**src/rtl/ddr_wr_pkg.sv**
```systemverilog
package ddr_wr_pkg;

  localparam int CNT_W = 5;

  typedef enum logic [1:0] {
    BL_2  = 2'd0,
    BL_4  = 2'd1,
    BL_8  = 2'd2,
    BL_16 = 2'd3
  } bl_code_t;

  // clock cycles of data (beat pairs) for a burst-length code
  function automatic logic [CNT_W-1:0] bl_pairs(input logic [1:0] code);
    return CNT_W'(1) << code;
  endfunction

endpackage

```
**src/rtl/ddr_wr_cmd.sv**
```systemverilog
module ddr_wr_cmd
  import ddr_wr_pkg::*;
#(
  parameter int BA_W  = 3,
  parameter int COL_W = 10
) (
  input  logic             clk,
  input  logic             rst,
  input  logic [1:0]       cfg_bl,
  input  logic             req_valid,
  input  logic             req_cut,
  input  logic [BA_W-1:0]  req_bank,
  input  logic [COL_W-1:0] req_col,
  input  logic             req_ap,
  output logic             req_ready,
  output logic             launch,
  output logic             xfer,
  output logic             cmd_wr,
  output logic [BA_W-1:0]  cmd_bank,
  output logic [COL_W-1:0] cmd_col,
  output logic             cmd_ap
);

  // pairs still to be taken from the data stream, current cycle included
  logic [CNT_W-1:0] pairs_left;

  assign req_ready = (pairs_left <= CNT_W'(1)) || req_cut;
  assign launch    = req_valid && req_ready;
  assign xfer      = (pairs_left != '0);

  always_ff @(posedge clk) begin
    if (rst) begin
      pairs_left <= '0;
      cmd_wr     <= 1'b0;
      cmd_bank   <= '0;
      cmd_col    <= '0;
      cmd_ap     <= 1'b0;
    end else begin
      cmd_wr <= launch;
      if (launch) begin
        cmd_bank   <= req_bank;
        cmd_col    <= req_col;
        cmd_ap     <= req_ap;
        pairs_left <= bl_pairs(cfg_bl);
      end else if (xfer) begin
        pairs_left <= pairs_left - CNT_W'(1);
      end
    end
  end

endmodule

```
**src/rtl/ddr_wr_data.sv**
```systemverilog
module ddr_wr_data #(
  parameter int DW = 32,
  localparam int NB = DW / 8
) (
  input  logic          clk,
  input  logic          rst,
  input  logic          launch,
  input  logic          xfer,
  input  logic          wd_valid,
  input  logic [DW-1:0] wd_rise,
  input  logic [DW-1:0] wd_fall,
  input  logic [NB-1:0] wm_rise,
  input  logic [NB-1:0] wm_fall,
  output logic          burst_end,
  output logic          dqs_oe,
  output logic          dq_oe,
  output logic [DW-1:0] dq_rise,
  output logic [DW-1:0] dq_fall,
  output logic [NB-1:0] dm_rise,
  output logic [NB-1:0] dm_fall
);

  // last data cycle is on the pins and nothing follows it
  assign burst_end = dq_oe && !xfer;

  always_ff @(posedge clk) begin
    if (rst) begin
      dq_oe   <= 1'b0;
      dqs_oe  <= 1'b0;
      dq_rise <= '0;
      dq_fall <= '0;
      dm_rise <= '1;
      dm_fall <= '1;
    end else begin
      dq_oe  <= xfer;
      // preamble on launch, held through data, postamble after last pair
      dqs_oe <= launch || xfer || dq_oe;
      if (xfer && wd_valid) begin
        dq_rise <= wd_rise;
        dq_fall <= wd_fall;
        dm_rise <= wm_rise;
        dm_fall <= wm_fall;
      end else begin
        dq_rise <= '0;
        dq_fall <= '0;
        dm_rise <= '1;
        dm_fall <= '1;
      end
    end
  end

  AST_GAP_MASKED: assert property (@(posedge clk) disable iff (rst)
    (xfer && !wd_valid) |=> (dm_rise == '1 && dm_fall == '1));

endmodule

```
**src/rtl/ddr_wr_gap.sv**
```systemverilog
module ddr_wr_gap #(
  parameter int TW = 4
) (
  input  logic          clk,
  input  logic          rst,
  input  logic          start,
  input  logic          busy,
  input  logic [TW-1:0] limit,
  output logic          allow
);

  logic [TW-1:0] left;

  assign allow = !busy && (left == '0);

  always_ff @(posedge clk) begin
    if (rst)
      left <= '0;
    else if (start)
      left <= limit;
    else if (left != '0)
      left <= left - TW'(1);
  end

endmodule

```
**src/rtl/ddr_wr_seq.sv**
```systemverilog
module ddr_wr_seq #(
  parameter int BA_W  = 3,
  parameter int COL_W = 10,
  parameter int DW    = 32,
  parameter int TW    = 4,
  localparam int NB   = DW / 8
) (
  input  logic             clk,
  input  logic             rst,
  input  logic [1:0]       cfg_bl,
  input  logic [TW-1:0]    cfg_wtr,
  input  logic [TW-1:0]    cfg_wrec,
  input  logic             req_valid,
  output logic             req_ready,
  input  logic             req_cut,
  input  logic [BA_W-1:0]  req_bank,
  input  logic [COL_W-1:0] req_col,
  input  logic             req_ap,
  input  logic             wd_valid,
  output logic             wd_ready,
  input  logic [DW-1:0]    wd_rise,
  input  logic [DW-1:0]    wd_fall,
  input  logic [NB-1:0]    wm_rise,
  input  logic [NB-1:0]    wm_fall,
  output logic             cmd_wr,
  output logic [BA_W-1:0]  cmd_bank,
  output logic [COL_W-1:0] cmd_col,
  output logic             cmd_ap,
  output logic             dqs_oe,
  output logic             dq_oe,
  output logic [DW-1:0]    dq_rise,
  output logic [DW-1:0]    dq_fall,
  output logic [NB-1:0]    dm_rise,
  output logic [NB-1:0]    dm_fall,
  output logic             rd_allow,
  output logic             pre_allow
);

  localparam int NGAP = 2;

  logic launch, xfer, burst_end, busy;
  logic [TW-1:0] gap_lim [NGAP];
  logic          gap_ok  [NGAP];

  assign wd_ready   = xfer;
  assign busy       = xfer || dq_oe;
  assign gap_lim[0] = cfg_wtr;
  assign gap_lim[1] = cfg_wrec;
  assign rd_allow   = gap_ok[0];
  assign pre_allow  = gap_ok[1];

  ddr_wr_cmd #(.BA_W(BA_W), .COL_W(COL_W)) u_cmd (
    .clk(clk), .rst(rst), .cfg_bl(cfg_bl),
    .req_valid(req_valid), .req_cut(req_cut), .req_bank(req_bank),
    .req_col(req_col), .req_ap(req_ap), .req_ready(req_ready),
    .launch(launch), .xfer(xfer), .cmd_wr(cmd_wr),
    .cmd_bank(cmd_bank), .cmd_col(cmd_col), .cmd_ap(cmd_ap)
  );

  ddr_wr_data #(.DW(DW)) u_data (
    .clk(clk), .rst(rst), .launch(launch), .xfer(xfer),
    .wd_valid(wd_valid), .wd_rise(wd_rise), .wd_fall(wd_fall),
    .wm_rise(wm_rise), .wm_fall(wm_fall), .burst_end(burst_end),
    .dqs_oe(dqs_oe), .dq_oe(dq_oe), .dq_rise(dq_rise), .dq_fall(dq_fall),
    .dm_rise(dm_rise), .dm_fall(dm_fall)
  );

  for (genvar g = 0; g < NGAP; g++) begin : g_gap
    ddr_wr_gap #(.TW(TW)) u_gap (
      .clk(clk), .rst(rst), .start(burst_end), .busy(busy),
      .limit(gap_lim[g]), .allow(gap_ok[g])
    );
  end

  AST_DATA_AFTER_CMD: assert property (@(posedge clk) disable iff (rst)
    cmd_wr |=> dq_oe);
  AST_PREAMBLE: assert property (@(posedge clk) disable iff (rst)
    (cmd_wr && !dq_oe) |-> dqs_oe);
  AST_POSTAMBLE: assert property (@(posedge clk) disable iff (rst)
    (!dq_oe && $past(dq_oe)) |-> dqs_oe);
  AST_RD_HOLD: assert property (@(posedge clk) disable iff (rst)
    rd_allow |-> (!dq_oe && !cmd_wr));
  AST_PRE_HOLD: assert property (@(posedge clk) disable iff (rst)
    pre_allow |-> (!dq_oe && !cmd_wr));

endmodule

```
**config.mk**
```make
export PLATFORM = sky130hd
export DESIGN_NAME = ddr_wr_seq
export DESIGN_NICKNAME = d
export VERILOG_FILES = /design/src/rtl/ddr_wr_pkg.sv /design/src/rtl/ddr_wr_cmd.sv /design/src/rtl/ddr_wr_data.sv /design/src/rtl/ddr_wr_gap.sv /design/src/rtl/ddr_wr_seq.sv
export SDC_FILE = /design/constraint.sdc
export NUM_CORES = 1
export LEC_CHECK = 0
export BUFFER_PORTS_ARGS = -buffer_cell sky130_fd_sc_hd__buf_2
export CAP_MARGIN = 0
export CORE_UTILIZATION = 39
export DETAILED_ROUTE_END_ITERATION = 10
export PLACE_DENSITY = 0.75
export SYNTH_ARGS = -nofsm -noshare
export SYNTH_HDL_FRONTEND = slang
export SYNTH_HIERARCHICAL = 1
export SYNTH_SLANG_ARGS = --single-unit
```
**constraint.sdc**
```tcl
create_clock -name clk -period 2 [get_ports clk]
set_input_delay 0.1 -clock clk [delete_from_list [all_inputs] [get_ports clk]]
set_output_delay 0.1 -clock clk [all_outputs]
set_load 0.005 [all_outputs]
```
* Word level (Yosys, flattened, before mapping)
Cells that the tools add are included. Widths: inputs -> output; s select.
Operators by class: divide/modulo/power cells 0, shift operators 1, reductions and logical operators 20, $lt $le $gt $ge 1, bitwise operators 1, eq/ne operators 0, $add $sub $neg 3, muxes and demuxes 6, multiply operators 0
Operators by type and width (count):
- $mux 4 | 4
- $mux 5 | 2
- $logic_not 4->1 | 2
- $reduce_bool 4->1 | 2
- $sub 4x1->4 const B | 2
- $reduce_bool 2->1 | 3
- $le 5x1->1 const B | 1
- $logic_and 1x1->1 | 5
- $reduce_bool 5->1 | 1
- $shl 1x2->5 const A | 1
- $sub 5x1->5 const B | 1
- $logic_or 1x1->1 | 4
- $logic_not 1->1 | 2
- $reduce_or 2->1 | 1
- $not 1->1 | 1
Word-level totals: ROM bits 0, RAM bits 0, bits in registers 102, word-level logic and storage cells 45, input bits 101, latch bits 0, memories kept 0, output and inout bits 93

* Logic depth before layout (Yosys ltp)
depth after elaboration 5, mapped depth 8, depth with buffers taken out 6

* Hierarchy
The synthesis kept the hierarchy.
Modules (own cells, without submodules):
- ddr_wr_data | area each 2052.0 sq um, instances 1, seq. area each 1481.4 sq um, cells each 159
- ddr_wr_cmd | area each 918.4 sq um, instances 1, seq. area each 400.4 sq um, cells each 91
- ddr_wr_gap | area each 232.7 sq um, instances 2, seq. area each 80.1 sq um, cells each 26
- ddr_wr_seq | area each 6.3 sq um, instances 1, seq. area each 0.0 sq um, cells each 1

* Least setup slack after synthesis
Ideal clock, no wire load.
path type register to register, start reg u_cmd.pairs_left[0], end reg g_gap[0].u_gap.left[0], cell stages (with the launch flop) 8, setup time 0.124 ns, data required time 1.876 ns, path slack -0.098 ns, arrival 1.975 ns, path buffers 1, clock period less this slack 2.098 ns, cells stage by stage dfxtp_1 > inv_1 > ha_1 > or4b_1 > clkbuf_1 > nor2b_1 > or2_2 > o22ai_1
On the way: longest elaborated chain between the ends 4, elaborated cells on any way between the ends 5, those cells by class mux (1); reduce/logical (4)
RTL lines:
- from (decl) | line ddr_wr_cmd.sv:25 | logic [CNT_W-1:0] pairs_left;
- from (signal assigned) | line ddr_wr_cmd.sv:44 | pairs_left <= bl_pairs(cfg_bl);
- from (signal assigned) | line ddr_wr_cmd.sv:46 | pairs_left <= pairs_left - CNT_W'(1);
- $reduce_bool 5->1 * | line ddr_wr_cmd.sv:29 | assign xfer = (pairs_left != '0);
- net wd_ready | line ddr_wr_seq.sv:20 | output logic wd_ready,
- $logic_not 1->1 * | line ddr_wr_data.sv:24 | assign burst_end = dq_oe && !xfer;
- $logic_and 1x1->1 * | line ddr_wr_data.sv:24
- net burst_end | line ddr_wr_seq.sv:41 | logic launch, xfer, burst_end, busy;
- $mux 4 / $reduce_bool 2->1 (equally long branches)
- to (signal assigned) | line ddr_wr_gap.sv:20 | left <= limit;
- to (signal assigned) | line ddr_wr_gap.sv:22 | left <= left - TW'(1);
- to (decl) | line ddr_wr_gap.sv:12 | logic [TW-1:0] left;
Mark *: on every way through the listed nets, which the timed path passes. The rest lies on a longest branch. A chain may end at the register's enable or synchronous reset.

* Final worst setup path
start reg u_cmd.pairs_left[1], end out pre_allow
On the way: longest elaborated chain between the ends 4
RTL lines:
- $reduce_bool 5->1 | line ddr_wr_cmd.sv:29
- $logic_or 1x1->1 | line ddr_wr_seq.sv:46 | assign busy = xfer || dq_oe;
- net busy | line ddr_wr_seq.sv:41
- $logic_not 1->1 | line ddr_wr_gap.sv:14 | assign allow = !busy && (left == '0);
- $logic_and 1x1->1 | line ddr_wr_gap.sv:14
- to (decl) | line ddr_wr_seq.sv:36 | output logic pre_allow
The timed path passes the listed nets, and every way through them passes these cells.

==> flow_summary.ini <==
[power]
ir_drop_v = 0.000562
p_per_area_mw_per_mm2 = 1110
power_leakage_nw = 2.79
power_mw = 6.29

[min_path]
hp-class = in -> reg
hp-start = cfg_bl[0]
worstHoldPathCells = 3
hold_end = u_cmd/pairs_left[3]$_SDFFE_PP0P_

[critical_path]
r2r_end = u_data/dq_fall[30]$_SDFF_PP0_
slowest_delay_ns = 0.45
worst_setup_path_start_kind = flop
cp.required_ns = 1.90
rr_worst_depth = 7
critPathKind = reg -> out
crit_chain = inv_2 -> ha_4 -> or4b_4 -> or2_1 -> nor2b_1 -> buf_2
endpoint_kind = output port
crit_arrival_ns = 1.83
r2r_slack_ns = 0.10
cp_max_fo = 2
worstReg2RegStart = u_cmd/pairs_left[1]$_SDFFE_PP0P_
cpMaxStageDelayCell = or4b_4

[status]
status = complete, no violations

[final_layout]
area_growth_pct = 64.8
drive_above_1_share_pct = 39.9
final_cells = 710
nets = 708
final_cell_mix = 193 x buf_2, 100 x dfxtp_1, 94 x dlygate4sd3_1
final_common_cell = buf_2

[placed_design]
gp_congestion = 0.790
dpl.hpwl_mm = 5.94
portBuffers = 193
place_inst = 595

[sta]
slew_headroom_pct = 75.6
drv_slew = 0
min_period_ns = 1.93
worstMarginPinSlew_ns = 0.366
holdWs_ns = 0.0332
finalHoldViolations = 0
finalCritPeriodShare_pct = 96.6
setup_viol = 0
skew_ns = 0.00848
fmax_ghz = 0.517

[die]
core_sq_mm = 0.00838
dieArea_sq_mm = 0.00921
initial_core_util_pct = 41.1
fp.dieH_microns = 95.9
num_rows = 33
num_io_pins = 194
die_w_microns = 95.9

[synthesis]
ys_warn_count = 6
yosysSeqAreaShare_pct = 59.3
synth.distinct_cells = 37
synth_area_per_cell_sq_um = 11.4
ys_seq_elements = 102
syn_nets = 411
synth_area_sq_mm = 0.00344
synth_cells = 303

[clock_network]
cts_buffer_depth = 2
clk_latency_ns = 0.36
cts.sinks = 102
clk_pin_slew_worst_paths_ns = 0.10
cts_root_buf = clkbuf_8
numCtsBuffers = 9
htreeDepth = 3
cts_tree = done

[route]
drtIter0Drc = 45
drc_errors = 0
num_vias = 3196
wl_per_cell_microns = 14.6
totalWireLength_mm = 10.4
drt_first_pass_iters = 4
ant_nets = 0
viasPerCell = 4.50

[global_routing]
grt_pass1_vias = 3339
grt_start_max_net_pins = 73
grt_overflow = 0
grt_pass1_wl_mm = 15.6
grt_use_total_pct = 22.9
antenna_found_initial = 0

[flow_run]
maxCapViolations = 0
-- cell usage after synthesis, drive strengths merged --
| cell type | n | area share [%] |
|---|---|---|
| clkbuf | 3 | 0.33 |
| or2 | 3 | 0.55 |
| nand2b | 9 | 1.6 |
| and2 | 64 | 12 |
| nand3b | 2 | 0.44 |
| o31ai | 3 | 0.65 |
| o2111ai | 1 | 0.25 |
| xnor2 | 5 | 1.3 |
| nor2 | 20 | 2.2 |
| or3 | 2 | 0.36 |
| o22ai | 4 | 0.73 |
| buf | 10 | 3.6 |
| nand3 | 1 | 0.15 |
| and3b | 1 | 0.25 |
| or4 | 2 | 0.44 |
| or4b | 2 | 0.69 |
| mux2 | 2 | 0.65 |
| nor2b | 5 | 0.91 |
| nor3b | 2 | 0.44 |
| a21o | 2 | 0.44 |
| nor3 | 2 | 0.29 |
| nand2 | 10 | 1.1 |
| a211o | 3 | 0.76 |
| mux2i | 16 | 4.7 |
| dfxtp | 102 | 59 |
| inv | 9 | 0.98 |
| o21ai | 1 | 0.47 |
| ha | 7 | 2.5 |
| o311ai | 1 | 0.25 |
| a21oi | 7 | 1.5 |
| o41ai | 1 | 0.25 |
| o21ba | 1 | 0.29 |
-- sequential cells by signal, indices dropped and copies added, names as in the netlist --
register and flops:
u_data/dqs_oe 1, u_data/dm_fall 4, u_cmd/pairs_left 5, u_cmd/cmd_bank 3
g_gap.u_gap/left 8, u_data/dq_fall 32, u_data/dq_oe 1, u_data/dm_rise 4
u_cmd/cmd_col 10, u_cmd/cmd_ap 1, u_data/dq_rise 32, u_cmd/cmd_wr 1
-- power breakdown --
group / switching, mW / internal [mW]
Sequential: 0.195 / 2.43
Clock: 0.740 / 0.470
Combinational: 1.10 / 1.35
Total: 2.04 / 4.25
-- stage by stage --
stage                     setup WS, ns  cell area, sq um  utilization [%]   TNS, ns
final                           0.0672              5670             67.7         0
after global placement           0.134              4480             53.5         0
after detailed placement        0.0821              4480             53.5         0
after floorplan                 0.0404              3440                -         0
after global routing          -0.00230              5670             67.7  -0.00230
after CTS                       0.0192              5650             67.4         0
-- critical path: cells and delay by family (launching register included) --
family / cells / cell delay, ns
simple gates: 3 / 0.81
buf+inv: 2 / 0.19
fa+ha+maj: 1 / 0.13
flops: 1 / 0.34
-- area by class of cell --
type	count	area, sq um
flip-flops and latches	102	2040
repair buffers	299	2020
inverters	9	33.8
diodes	1	2.50
fillers	607	2710
well taps	105	131
multi-input cells	179	1260
clock buffers	9	124
clock inverters	6	55.1
-- how the worst max path moves through the flow --
stage / from / endpoint / depth (start not counted)
floorplan: u_cmd/pairs_left[0]$_SDFFE_PP0P_ / u_data/dq_fall[31]$_SDFF_PP0_ / 8
global placement: u_cmd/pairs_left[1]$_SDFFE_PP0P_ / u_data/dq_rise[20]$_SDFF_PP0_ / 6
detailed placement: u_cmd/pairs_left[1]$_SDFFE_PP0P_ / u_data/dq_rise[18]$_SDFF_PP0_ / 6
CTS: u_cmd/pairs_left[0]$_SDFFE_PP0P_ / pre_allow / 6
global route: u_cmd/pairs_left[1]$_SDFFE_PP0P_ / pre_allow / 6
finish: u_cmd/pairs_left[1]$_SDFFE_PP0P_ / pre_allow / 6
-- timing repair --
action	4_1_cts	5_1_grt
resized for setup	7	2
hold buffers	94	0
endpoints found under the setup margin	2	2
buffers inserted	4	1
pin swaps	1	2
endpoints found under the hold margin	94	0
-- per-layer routing --
| metal | vias to the layer above | global-route usage (%) | part of all wire [%] |
|---|---|---|---|
| met3 | 31 | 7.11 | 6.7 |
| li1 | 1576 | - | - |
| met1 | 1465 | 22.9 | 37 |
| met4 | 0 | 12.6 | 3.5 |
| met2 | 124 | 42.1 | 53 |
| met5 | - | 0 | 0 |
-- kinds of logic after synthesis --
logic type               after synthesis  share of synthesized area (%)
adder cells (fa/ha/maj)                7                           2.54
AO/OA/AOI/OAI                         24                           5.56
multiplexers                          18                           5.31
flip-flops                           102                           59.3
AND/OR/NAND/NOR                      125                           21.0
XOR/XNOR                               5                           1.27
buffers and inverters                 22                           4.94
No activity file was read; power rests on OpenSTA's default activity.
